===== config.mk =====
export PLATFORM = sky130hd
export DESIGN_NAME = ptimer
export DESIGN_NICKNAME = d
export VERILOG_FILES = /design/src/rtl/ptimer_pkg.sv /design/src/rtl/ptimer_regs.sv /design/src/rtl/ptimer_prescale.sv /design/src/rtl/ptimer_down_cnt.sv /design/src/rtl/ptimer.sv
export SDC_FILE = /design/constraint.sdc
export NUM_CORES = 1
export LEC_CHECK = 0
export ABC_AREA = 0
export CORE_MARGIN = 2
export CORE_UTILIZATION = 35
export CTS_BUF_LIST = sky130_fd_sc_hd__clkbuf_2
export DETAILED_ROUTE_END_ITERATION = 16
export PLACE_DENSITY = 0.54
export SKIP_CTS_REPAIR_TIMING = 1
export SYNTH_ARGS = -nofsm -noshare
export SYNTH_HDL_FRONTEND = slang
export SYNTH_HIERARCHICAL = 1
export SYNTH_SLANG_ARGS = --single-unit

===== constraint.sdc =====
create_clock -name clk_i -period 4.2 [get_ports clk_i]
set_input_delay 0.84 -clock clk_i [delete_from_list [all_inputs] [get_ports clk_i]]
set_output_delay 0.84 -clock clk_i [all_outputs]
set_load 0.01 [all_outputs]

===== src/rtl/ptimer_pkg.sv =====
package ptimer_pkg;
  localparam int unsigned AW = 3;

  typedef enum logic [AW-1:0] {
    A_CTRL = 3'd0,
    A_STAT = 3'd1,
    A_LOAD = 3'd2,
    A_CMP  = 3'd3,
    A_CNT  = 3'd4
  } reg_addr_e;

  localparam int unsigned B_EN        = 0;
  localparam int unsigned B_FROM_LOAD = 1;
  localparam int unsigned B_IRQ_EN    = 2;
  localparam int unsigned B_RELOAD    = 3;
  localparam int unsigned B_WAIT_RUN  = 4;
  localparam int unsigned B_LOAD_OW   = 5;
  localparam int unsigned B_PS_LSB    = 16;
  localparam int unsigned B_FLAG      = 0;

  typedef struct packed {
    logic en;
    logic from_load;
    logic irq_en;
    logic reload;
    logic wait_run;
    logic load_ow;
  } ctrl_t;
endpackage


===== src/rtl/ptimer_regs.sv =====
module ptimer_regs
  import ptimer_pkg::*;
#(
  parameter int unsigned DW   = 32,
  parameter int unsigned PS_W = 12
) (
  input  logic            clk_i,
  input  logic            rst_ni,
  input  logic            wr_i,
  input  logic [AW-1:0]   addr_i,
  input  logic [DW-1:0]   wdata_i,
  input  logic            ev_i,
  input  logic [DW-1:0]   cnt_i,
  output ctrl_t           ctrl_o,
  output logic [PS_W-1:0] ps_o,
  output logic [DW-1:0]   load_o,
  output logic [DW-1:0]   cmp_o,
  output logic            flag_o,
  output logic            load_start_o,
  output logic            ow_wr_o,
  output logic [DW-1:0]   rdata_o
);
  ctrl_t           ctrl_q;
  logic [PS_W-1:0] ps_q;
  logic [DW-1:0]   load_q, cmp_q;
  logic            flag_q;
  logic            wr_ctrl, wr_stat, wr_load, wr_cmp;

  assign wr_ctrl = wr_i && (addr_i == A_CTRL);
  assign wr_stat = wr_i && (addr_i == A_STAT);
  assign wr_load = wr_i && (addr_i == A_LOAD);
  assign wr_cmp  = wr_i && (addr_i == A_CMP);

  always_ff @(posedge clk_i or negedge rst_ni) begin
    if (!rst_ni) begin
      ctrl_q <= '0;
      ps_q   <= '0;
      load_q <= '1;
      cmp_q  <= '0;
      flag_q <= 1'b0;
    end else begin
      if (wr_ctrl) begin
        ctrl_q.en        <= wdata_i[B_EN];
        ctrl_q.from_load <= wdata_i[B_FROM_LOAD];
        ctrl_q.irq_en    <= wdata_i[B_IRQ_EN];
        ctrl_q.reload    <= wdata_i[B_RELOAD];
        ctrl_q.wait_run  <= wdata_i[B_WAIT_RUN];
        ctrl_q.load_ow   <= wdata_i[B_LOAD_OW];
        ps_q             <= wdata_i[B_PS_LSB +: PS_W];
      end
      if (wr_load) load_q <= wdata_i;
      if (wr_cmp)  cmp_q  <= wdata_i;
      // a new event wins over a same-cycle clear
      if (ev_i) flag_q <= 1'b1;
      else if (wr_stat && wdata_i[B_FLAG]) flag_q <= 1'b0;
    end
  end

  // rising enable with start-from-load in the same write
  assign load_start_o = wr_ctrl && wdata_i[B_EN] && wdata_i[B_FROM_LOAD] && !ctrl_q.en;
  assign ow_wr_o      = wr_load && ctrl_q.load_ow;

  always_comb begin
    rdata_o = '0;
    case (addr_i)
      A_CTRL: begin
        rdata_o[B_EN]              = ctrl_q.en;
        rdata_o[B_FROM_LOAD]       = ctrl_q.from_load;
        rdata_o[B_IRQ_EN]          = ctrl_q.irq_en;
        rdata_o[B_RELOAD]          = ctrl_q.reload;
        rdata_o[B_WAIT_RUN]        = ctrl_q.wait_run;
        rdata_o[B_LOAD_OW]         = ctrl_q.load_ow;
        rdata_o[B_PS_LSB +: PS_W]  = ps_q;
      end
      A_STAT:  rdata_o[B_FLAG] = flag_q;
      A_LOAD:  rdata_o = load_q;
      A_CMP:   rdata_o = cmp_q;
      A_CNT:   rdata_o = cnt_i;
      default: rdata_o = '0;
    endcase
  end

  assign ctrl_o = ctrl_q;
  assign ps_o   = ps_q;
  assign load_o = load_q;
  assign cmp_o  = cmp_q;
  assign flag_o = flag_q;
endmodule


===== src/rtl/ptimer_prescale.sv =====
module ptimer_prescale #(
  parameter int unsigned PS_W = 12
) (
  input  logic            clk_i,
  input  logic            rst_ni,
  input  logic            en_i,
  input  logic            run_i,
  input  logic [PS_W-1:0] div_i,
  output logic            tick_o
);
  logic [PS_W-1:0] pc_q;

  // >= keeps a shrunk divide ratio from stranding the counter above it
  assign tick_o = run_i && (pc_q >= div_i);

  always_ff @(posedge clk_i or negedge rst_ni) begin
    if (!rst_ni)     pc_q <= '0;
    else if (!en_i)  pc_q <= '0;
    else if (run_i)  pc_q <= tick_o ? '0 : pc_q + 1'b1;
  end
endmodule


===== src/rtl/ptimer_down_cnt.sv =====
module ptimer_down_cnt #(
  parameter int unsigned DW = 32
) (
  input  logic          clk_i,
  input  logic          rst_ni,
  input  logic          tick_i,
  input  logic          reload_i,
  input  logic          load_start_i,
  input  logic          ow_wr_i,
  input  logic [DW-1:0] wdata_i,
  input  logic [DW-1:0] load_i,
  input  logic [DW-1:0] cmp_i,
  output logic [DW-1:0] cnt_o,
  output logic          ev_o
);
  logic [DW-1:0] cnt_q, step_d;

  always_comb begin
    if (cnt_q == '0) step_d = reload_i ? load_i : '1;
    else             step_d = cnt_q - 1'b1;
  end

  // only a counting step can raise an event
  assign ev_o = tick_i && !ow_wr_i && (step_d == cmp_i);

  always_ff @(posedge clk_i or negedge rst_ni) begin
    if (!rst_ni)           cnt_q <= '1;
    else if (load_start_i) cnt_q <= load_i;
    else if (ow_wr_i)      cnt_q <= wdata_i;
    else if (tick_i)       cnt_q <= step_d;
  end

  assign cnt_o = cnt_q;
endmodule


===== src/rtl/ptimer.sv =====
module ptimer
  import ptimer_pkg::*;
#(
  parameter int unsigned DW   = 32,
  parameter int unsigned PS_W = 12
) (
  input  logic          clk_i,
  input  logic          rst_ni,
  input  logic          wr_i,
  input  logic [2:0]    addr_i,
  input  logic [DW-1:0] wdata_i,
  output logic [DW-1:0] rdata_o,
  input  logic          wait_i,
  output logic          irq_o
);
  ctrl_t           ctrl;
  logic [PS_W-1:0] ps;
  logic [DW-1:0]   load_val, cmp_val, cnt_val;
  logic            flag, ev, tick, run, load_start, ow_wr;

  assign run   = ctrl.en && (!wait_i || ctrl.wait_run);
  assign irq_o = flag && ctrl.irq_en;

  ptimer_regs #(.DW(DW), .PS_W(PS_W)) u_regs (
    .clk_i        (clk_i),
    .rst_ni       (rst_ni),
    .wr_i         (wr_i),
    .addr_i       (addr_i),
    .wdata_i      (wdata_i),
    .ev_i         (ev),
    .cnt_i        (cnt_val),
    .ctrl_o       (ctrl),
    .ps_o         (ps),
    .load_o       (load_val),
    .cmp_o        (cmp_val),
    .flag_o       (flag),
    .load_start_o (load_start),
    .ow_wr_o      (ow_wr),
    .rdata_o      (rdata_o)
  );

  ptimer_prescale #(.PS_W(PS_W)) u_ps (
    .clk_i  (clk_i),
    .rst_ni (rst_ni),
    .en_i   (ctrl.en),
    .run_i  (run),
    .div_i  (ps),
    .tick_o (tick)
  );

  ptimer_down_cnt #(.DW(DW)) u_cnt (
    .clk_i        (clk_i),
    .rst_ni       (rst_ni),
    .tick_i       (tick),
    .reload_i     (ctrl.reload),
    .load_start_i (load_start),
    .ow_wr_i      (ow_wr),
    .wdata_i      (wdata_i),
    .load_i       (load_val),
    .cmp_i        (cmp_val),
    .cnt_o        (cnt_val),
    .ev_o         (ev)
  );
endmodule


==> Word level (Yosys, flattened, before mapping) <==
Cells that the tools add are included.
Widths: inputs -> output; s select.
{ "totals": {"rom_bits": 0, "regBits": 127, "out_inout_bits": 33, "latch_bits": 0, "memories": 0, "mem_bits_rw": 0} }
{ "op_classes": {"n_reduce_logical": 22, "n_lt_le_gt_ge": 1, "div": 0, "mul": 0, "addsub": 2, "n_mux": 15, "n_eq_ne": 6, "bitwise_logic": 0, "n_shift": 0} }
{ "op_table": {"columns": ["cell", "n"], "rows": [
  ["$mux 32", 5],
  ["$pmux 12 s4", 1],
  ["$mux 12", 3],
  ["$eq 32x32->1", 1],
  ["$logic_not 32->1", 1],
  ["$sub 32x1->32 const B", 1],
  ["$pmux 10 s3", 1],
  ["$pmux 5 s4", 1],
  ["$logic_and 1x1->1", 14],
  ["$add 12x1->12 const B", 1],
  ["$ge 12x12->1", 1],
  ["$pmux 4 s3", 1],
  ["$eq 3x2->1 const B", 2],
  ["$pmux 1 s5", 1],
  ["$eq 3x1->1 const B", 1],
  ["$eq 3x3->1 const B", 1],
  ["$logic_not 1->1", 3],
  ["$logic_not 3->1", 1],
  ["$reduce_bool 3->1", 1],
  ["$mux 1", 2],
  ["$ne 2x1->1 const B", 1],
  ["$reduce_bool 2->1", 1],
  ["$logic_or 1x1->1", 1]
]} }

==> Longest topological paths before layout <==
{ "logic_depth": {"word_depth": 7, "depth_mapped": 15} }

==> By module <==
The synthesis kept the hierarchy.
{ "by_module_without_submodules": {"columns": ["module", "instances", "cells_each", "area_each_um2"], "rows": [
  ["ptimer_regs", 1, 313, 4012.6],
  ["ptimer_down_cnt", 1, 563, 3890.0],
  ["ptimer_prescale", 1, 124, 1056.0],
  ["ptimer", 1, 3, 17.5]
]} }

==> Worst setup path after synthesis <==
Ideal clock, no wire load.
{ "synth_path": {"path_kind": "register to register", "startpoint": "reg u_ps.pc_q[11]", "endpoint": "reg u_regs.flag_q, in the netlist u_regs/flag_o", "setup_ps": 64, "slack_ps": 891, "path_stages_with_launch": 14, "period_less_slack_ps": 3309, "t_required_ps": 4136, "t_arrival_ps": 3245, "path_cell_list": "dfrtp_1 ha_1 and4_4 nor4b_4 nand2_1 buf_2 a21boi_0 clkbuf_1 inv_1 or4_1 a2111oi_0 nand4_1 a2111oi_2 a21o_1"} }
{ "synth_between": {"elab_chain_len": 5, "elab_cells_between_ends": 6} }
{ "synth_lines": {"columns": ["item", "line_no", "source"], "rows": [
  ["from (decl)", "ptimer_prescale.sv:11", "logic [PS_W-1:0] pc_q;"],
  ["from (signal assigned)", "ptimer_prescale.sv:19", "else if (run_i) pc_q <= tick_o ? '0 : pc_q + 1'b1;"],
  ["$ge 12x12->1 *", "ptimer_prescale.sv:14", "assign tick_o = run_i && (pc_q >= div_i);"],
  ["$logic_and 1x1->1 *", "ptimer_prescale.sv:14", null],
  ["via tick", "ptimer.sv:19", "logic flag, ev, tick, run, load_start, ow_wr;"],
  ["$logic_and 1x1->1 * (2 in series)", "ptimer_down_cnt.sv:24", "assign ev_o = tick_i && !ow_wr_i && (step_d == cmp_i);"],
  ["via ev", "ptimer.sv:19", null],
  ["$mux 1 / $reduce_bool 2->1 (equally long branches)", null, null],
  ["to (signal assigned)", "ptimer_regs.sv:40", "flag_q <= 1'b0;"],
  ["to (signal assigned)", "ptimer_regs.sv:54", "if (ev_i) flag_q <= 1'b1;"],
  ["to (signal assigned)", "ptimer_regs.sv:55", "else if (wr_stat && wdata_i[B_FLAG]) flag_q <= 1'b0;"],
  ["to (decl)", "ptimer_regs.sv:26", "logic flag_q;"]
]} }
Mark *: on every way through the listed nets, which the timed path passes. The rest lies on a longest branch.
A chain may end at the register's enable or synchronous reset.

==> Final worst setup path <==
{ "layout_path": {"startpoint": "in addr_i[0]", "endpoint": "out rdata_o[0]"} }
{ "layout_between": {"elab_chain_len": 2, "elab_cells_between_ends": 6} }
{ "layout_lines": {"columns": ["item", "line_no", "source"], "rows": [
  ["from (decl)", "ptimer.sv:10", "input logic [2:0] addr_i,"],
  ["$eq 3x3->1, or another cell as far along", "ptimer_regs.sv:65", "case (addr_i)"],
  ["$pmux 1 s5 *", "ptimer_regs.sv:65", null],
  ["to (decl)", "ptimer.sv:12", "output logic [DW-1:0] rdata_o,"]
]} }
Every way passes the cells marked *; elsewhere a longest branch is shown, timed or not.

==> metrics <==
Worst Skew between 60 and 70 ps; sequential share of power 45.2%; Synth async-reset ratio between 90% and 100%; Num CTS Buffers 17; pre-CTS setup slack approximately 420 ps; RR Startpoint u_cnt/cnt_o[29]; Final Setup Violations 0; Fmax achieved 0.2628 GHz; Total GRT Usage about a quarter; Clock Pin Slew Worst Setup and Hold Paths ~260 ps; synthesis-to-layout area growth 16.30%; synthesized cell area between 8000 and 9000 sq um; number of port buffers about 70; Core Rows 58; startpoint types primary input; status finished, final reports clean; fill count roughly 2,500; max_cap viols 0; fin util between 40% and 50%; WHS Endpoint u_cnt/cnt_o[10]; relative slew slack a little under two fifths; share of layout cells above drive strength 1 a little over 20%; cells after synthesis between 1,000 and 1,500; RSZ-0062 raised after global routing no; DPL Wire Length ~22 mm; most frequent cells in the layout nand2_1 (125), o21ai_0 (82), clkdlybuf4s50_1 (70); worst reg-to-reg setup slack around 550 ps; Power Dens Cells ~470 nW/um^2; Worst Hold Launch u_regs/load_o[10]; dominant cell type by area after synthesis dfstp_2; critical path data required time between 3000 and 4000 ps; Seq/Total Area, Yosys 36.30%; vias per cell 5.799; number of enable flip-flop cells after synthesis 0; Avg Synthesized Cell Area between 8 and 9 sq um; maximum buffer depth of the clock tree 2; Hold Crit Depth 2; Logic pwr share 37.5%; Post-Synth XOR/XNOR Area approximately 3.4%; Leakage between 4 and 5 nW; minimum clock period between 3000 and 4000 ps; Final Non-Filler Cells 1,413; Tcrit/Tclk final between 90% and 100%; Crit Path Max Fanout 18; nets@finish between 1,000 and 1,500; Yosys cell types approximately 80; prevailing post-synth register cell dfstp_2; DR WL/cell 21.72 um; PnR worst setup slack 394.6 ps; hold slack 508.1 ps; switch share about 43%; core area between 20,000 and 30,000 sq um; Die X 164.1 um; post-synth top area share around a fifth; die area about 27,000 sq um; Root Driver clkbuf_2; DRT iter0 DRCs 656; H-tree Lvls 4; antenna-violating nets left 0; vias in the first global route about 8,100; initial core utilization between 30 and 40%; GRT overflow 0; Die Ht ~160 um; first-pass GRT wire length about 48 mm; largest net degree at the start of global routing 83; io pins 72; placed instance area roughly 10,000 sq um; Via Count between 8,000 and 9,000; finished layout cell area 10,440 sq um; Hold Fails Final Rpt 0; initial antenna violation count 1; Compound-Gate Fraction of Synth Area between 10% and 20%; Slew @ Worst Pin between 900 and 1000 ps; internal power around 2.8 mW; clock share of power roughly 17%; Final TNS setup 0 ps; Hold Path Class flip-flop to flip-flop; CP Capture Type output pin; r2r worst-path depth 10; CP Data Arrival Time approximately 3000 ps; adder-cell share of the synthesized area under 10%; Clk Latency, worst-skew pair 770 ps; Yosys Warn Count 6; Pre-antenna DRT Iters 5; mux share of post-synthesis cell area around 16%; DRC violations left 0; Placed Cells around 1,400; top post-synthesis cells by area dfstp_2 (19%), dfrtp_1 (18%), mux2_2 (6.5%); largest family of logic cells by synthesized area compound AO/OA/AOI/OAI gates; Syn Nets 1,057; Power, Total about 4.9 mW; Slew Limit Fails 0; Placer Congestion 1.022; Peak VDD IR ~0.19 mV; WS Path Type primary input to output pin; TritonCTS clock tree done; R2R Path End u_regs/flag_o; drt total wl between 30 and 40 mm; Seq cells post-synth around 130; Synth Area in Simple Gates around 18%; commonest non-fill, non-tap cell in the layout nand2_1; Psw between 2 and 2.5 mW; Sink Count 127
registers in the layout, indices dropped and copies added (netlist names):
name and flops:
u_regs/flag_o 1, u_regs/ps_o 12, u_cnt/cnt_o 32, u_regs/ctrl_o 6, u_regs/cmp_o 32, u_ps/pc_q 12
u_regs/load_o 32
logic make-up (layout without fill, tap and decap cells):
kind of cell | Yosys count | count (layout)
mux | 129 | 129
xor+xnor | 35 | 35
compound gates | 255 | 255
simple gates | 323 | 323
flops | 127 | 127
other cells | 0 | 1
buf+inv | 119 | 198
fa+ha+maj | 15 | 15
worst max path at each step:
stage	startpoint	to	slack, ps	depth (start not counted)
2_1_floorplan	u_ps/pc_q[11]	u_regs/flag_o	890	13
3_3_place_gp	addr_i[0]	rdata_o[0]	430	6
3_5_place_dp	addr_i[0]	rdata_o[0]	420	6
4_1_cts	addr_i[0]	rdata_o[0]	410	6
5_1_grt	addr_i[0]	rdata_o[0]	260	6
6_report	addr_i[0]	rdata_o[0]	390	6
final cells by class:
type	count	area [sq um]	share of cell area [%]
Antenna cell	1	2.502	0.02397
Clock inverter	15	162.7	1.558
Timing Repair Buffer	114	1084	10.38
Sequential cell	127	3258	31.21
Inverter	52	195.2	1.870
Tap cell	330	412.9	3.955
Multi-Input combinational cell	757	5239	50.19
Clock buffer	17	85.08	0.8151
worst max-delay path, stage by stage:
cell and delay [ps]:
clkdlybuf4s50_1 560, buf_4 350, mux2_2 380, a22oi_1 150, o21ai_0 160, clkdlybuf4s50_1 520
per-layer routing:
metal | up-vias | track usage [%] | part of all wire (%)
met5 | - | 0 | 0
met4 | 0 | 6.300 | 2.3
met3 | 50 | 3.737 | 5.0
met2 | 269 | 36.53 | 45
met1 | 4073 | 33.40 | 48
li1 | 3802 | - | -
cell usage after synthesis (12+ instances only):
| cell | count |
|---|---|
| clkbuf_1 | 41 |
| ha_1 | 15 |
| mux2_1 | 32 |
| nand4_1 | 17 |
| mux2_2 | 52 |
| nor4_1 | 20 |
| xor2_1 | 12 |
| buf_2 | 13 |
| nor2_1 | 53 |
| dfrtp_1 | 63 |
| o22ai_1 | 15 |
| xnor2_1 | 23 |
| a21oi_1 | 47 |
| inv_1 | 52 |
| nand3_1 | 15 |
| nand2_1 | 125 |
| o221ai_1 | 17 |
| o21ai_0 | 82 |
| nor3_1 | 24 |
| dfstp_2 | 64 |
| mux2i_1 | 45 |
power by group through the flow:
stage / clock network [mW] / registers, mW / logic (mW)
floorplan: 0 / 1.99 / 1.30
global placement: 0 / 2.22 / 1.81
detailed placement: 0 / 2.24 / 1.81
CTS: 0.886 / 2.22 / 1.83
global route: 0.940 / 2.28 / 2.03
finish: 0.851 / 2.23 / 1.85
Note: power is estimated with default switching activity, not from simulation.
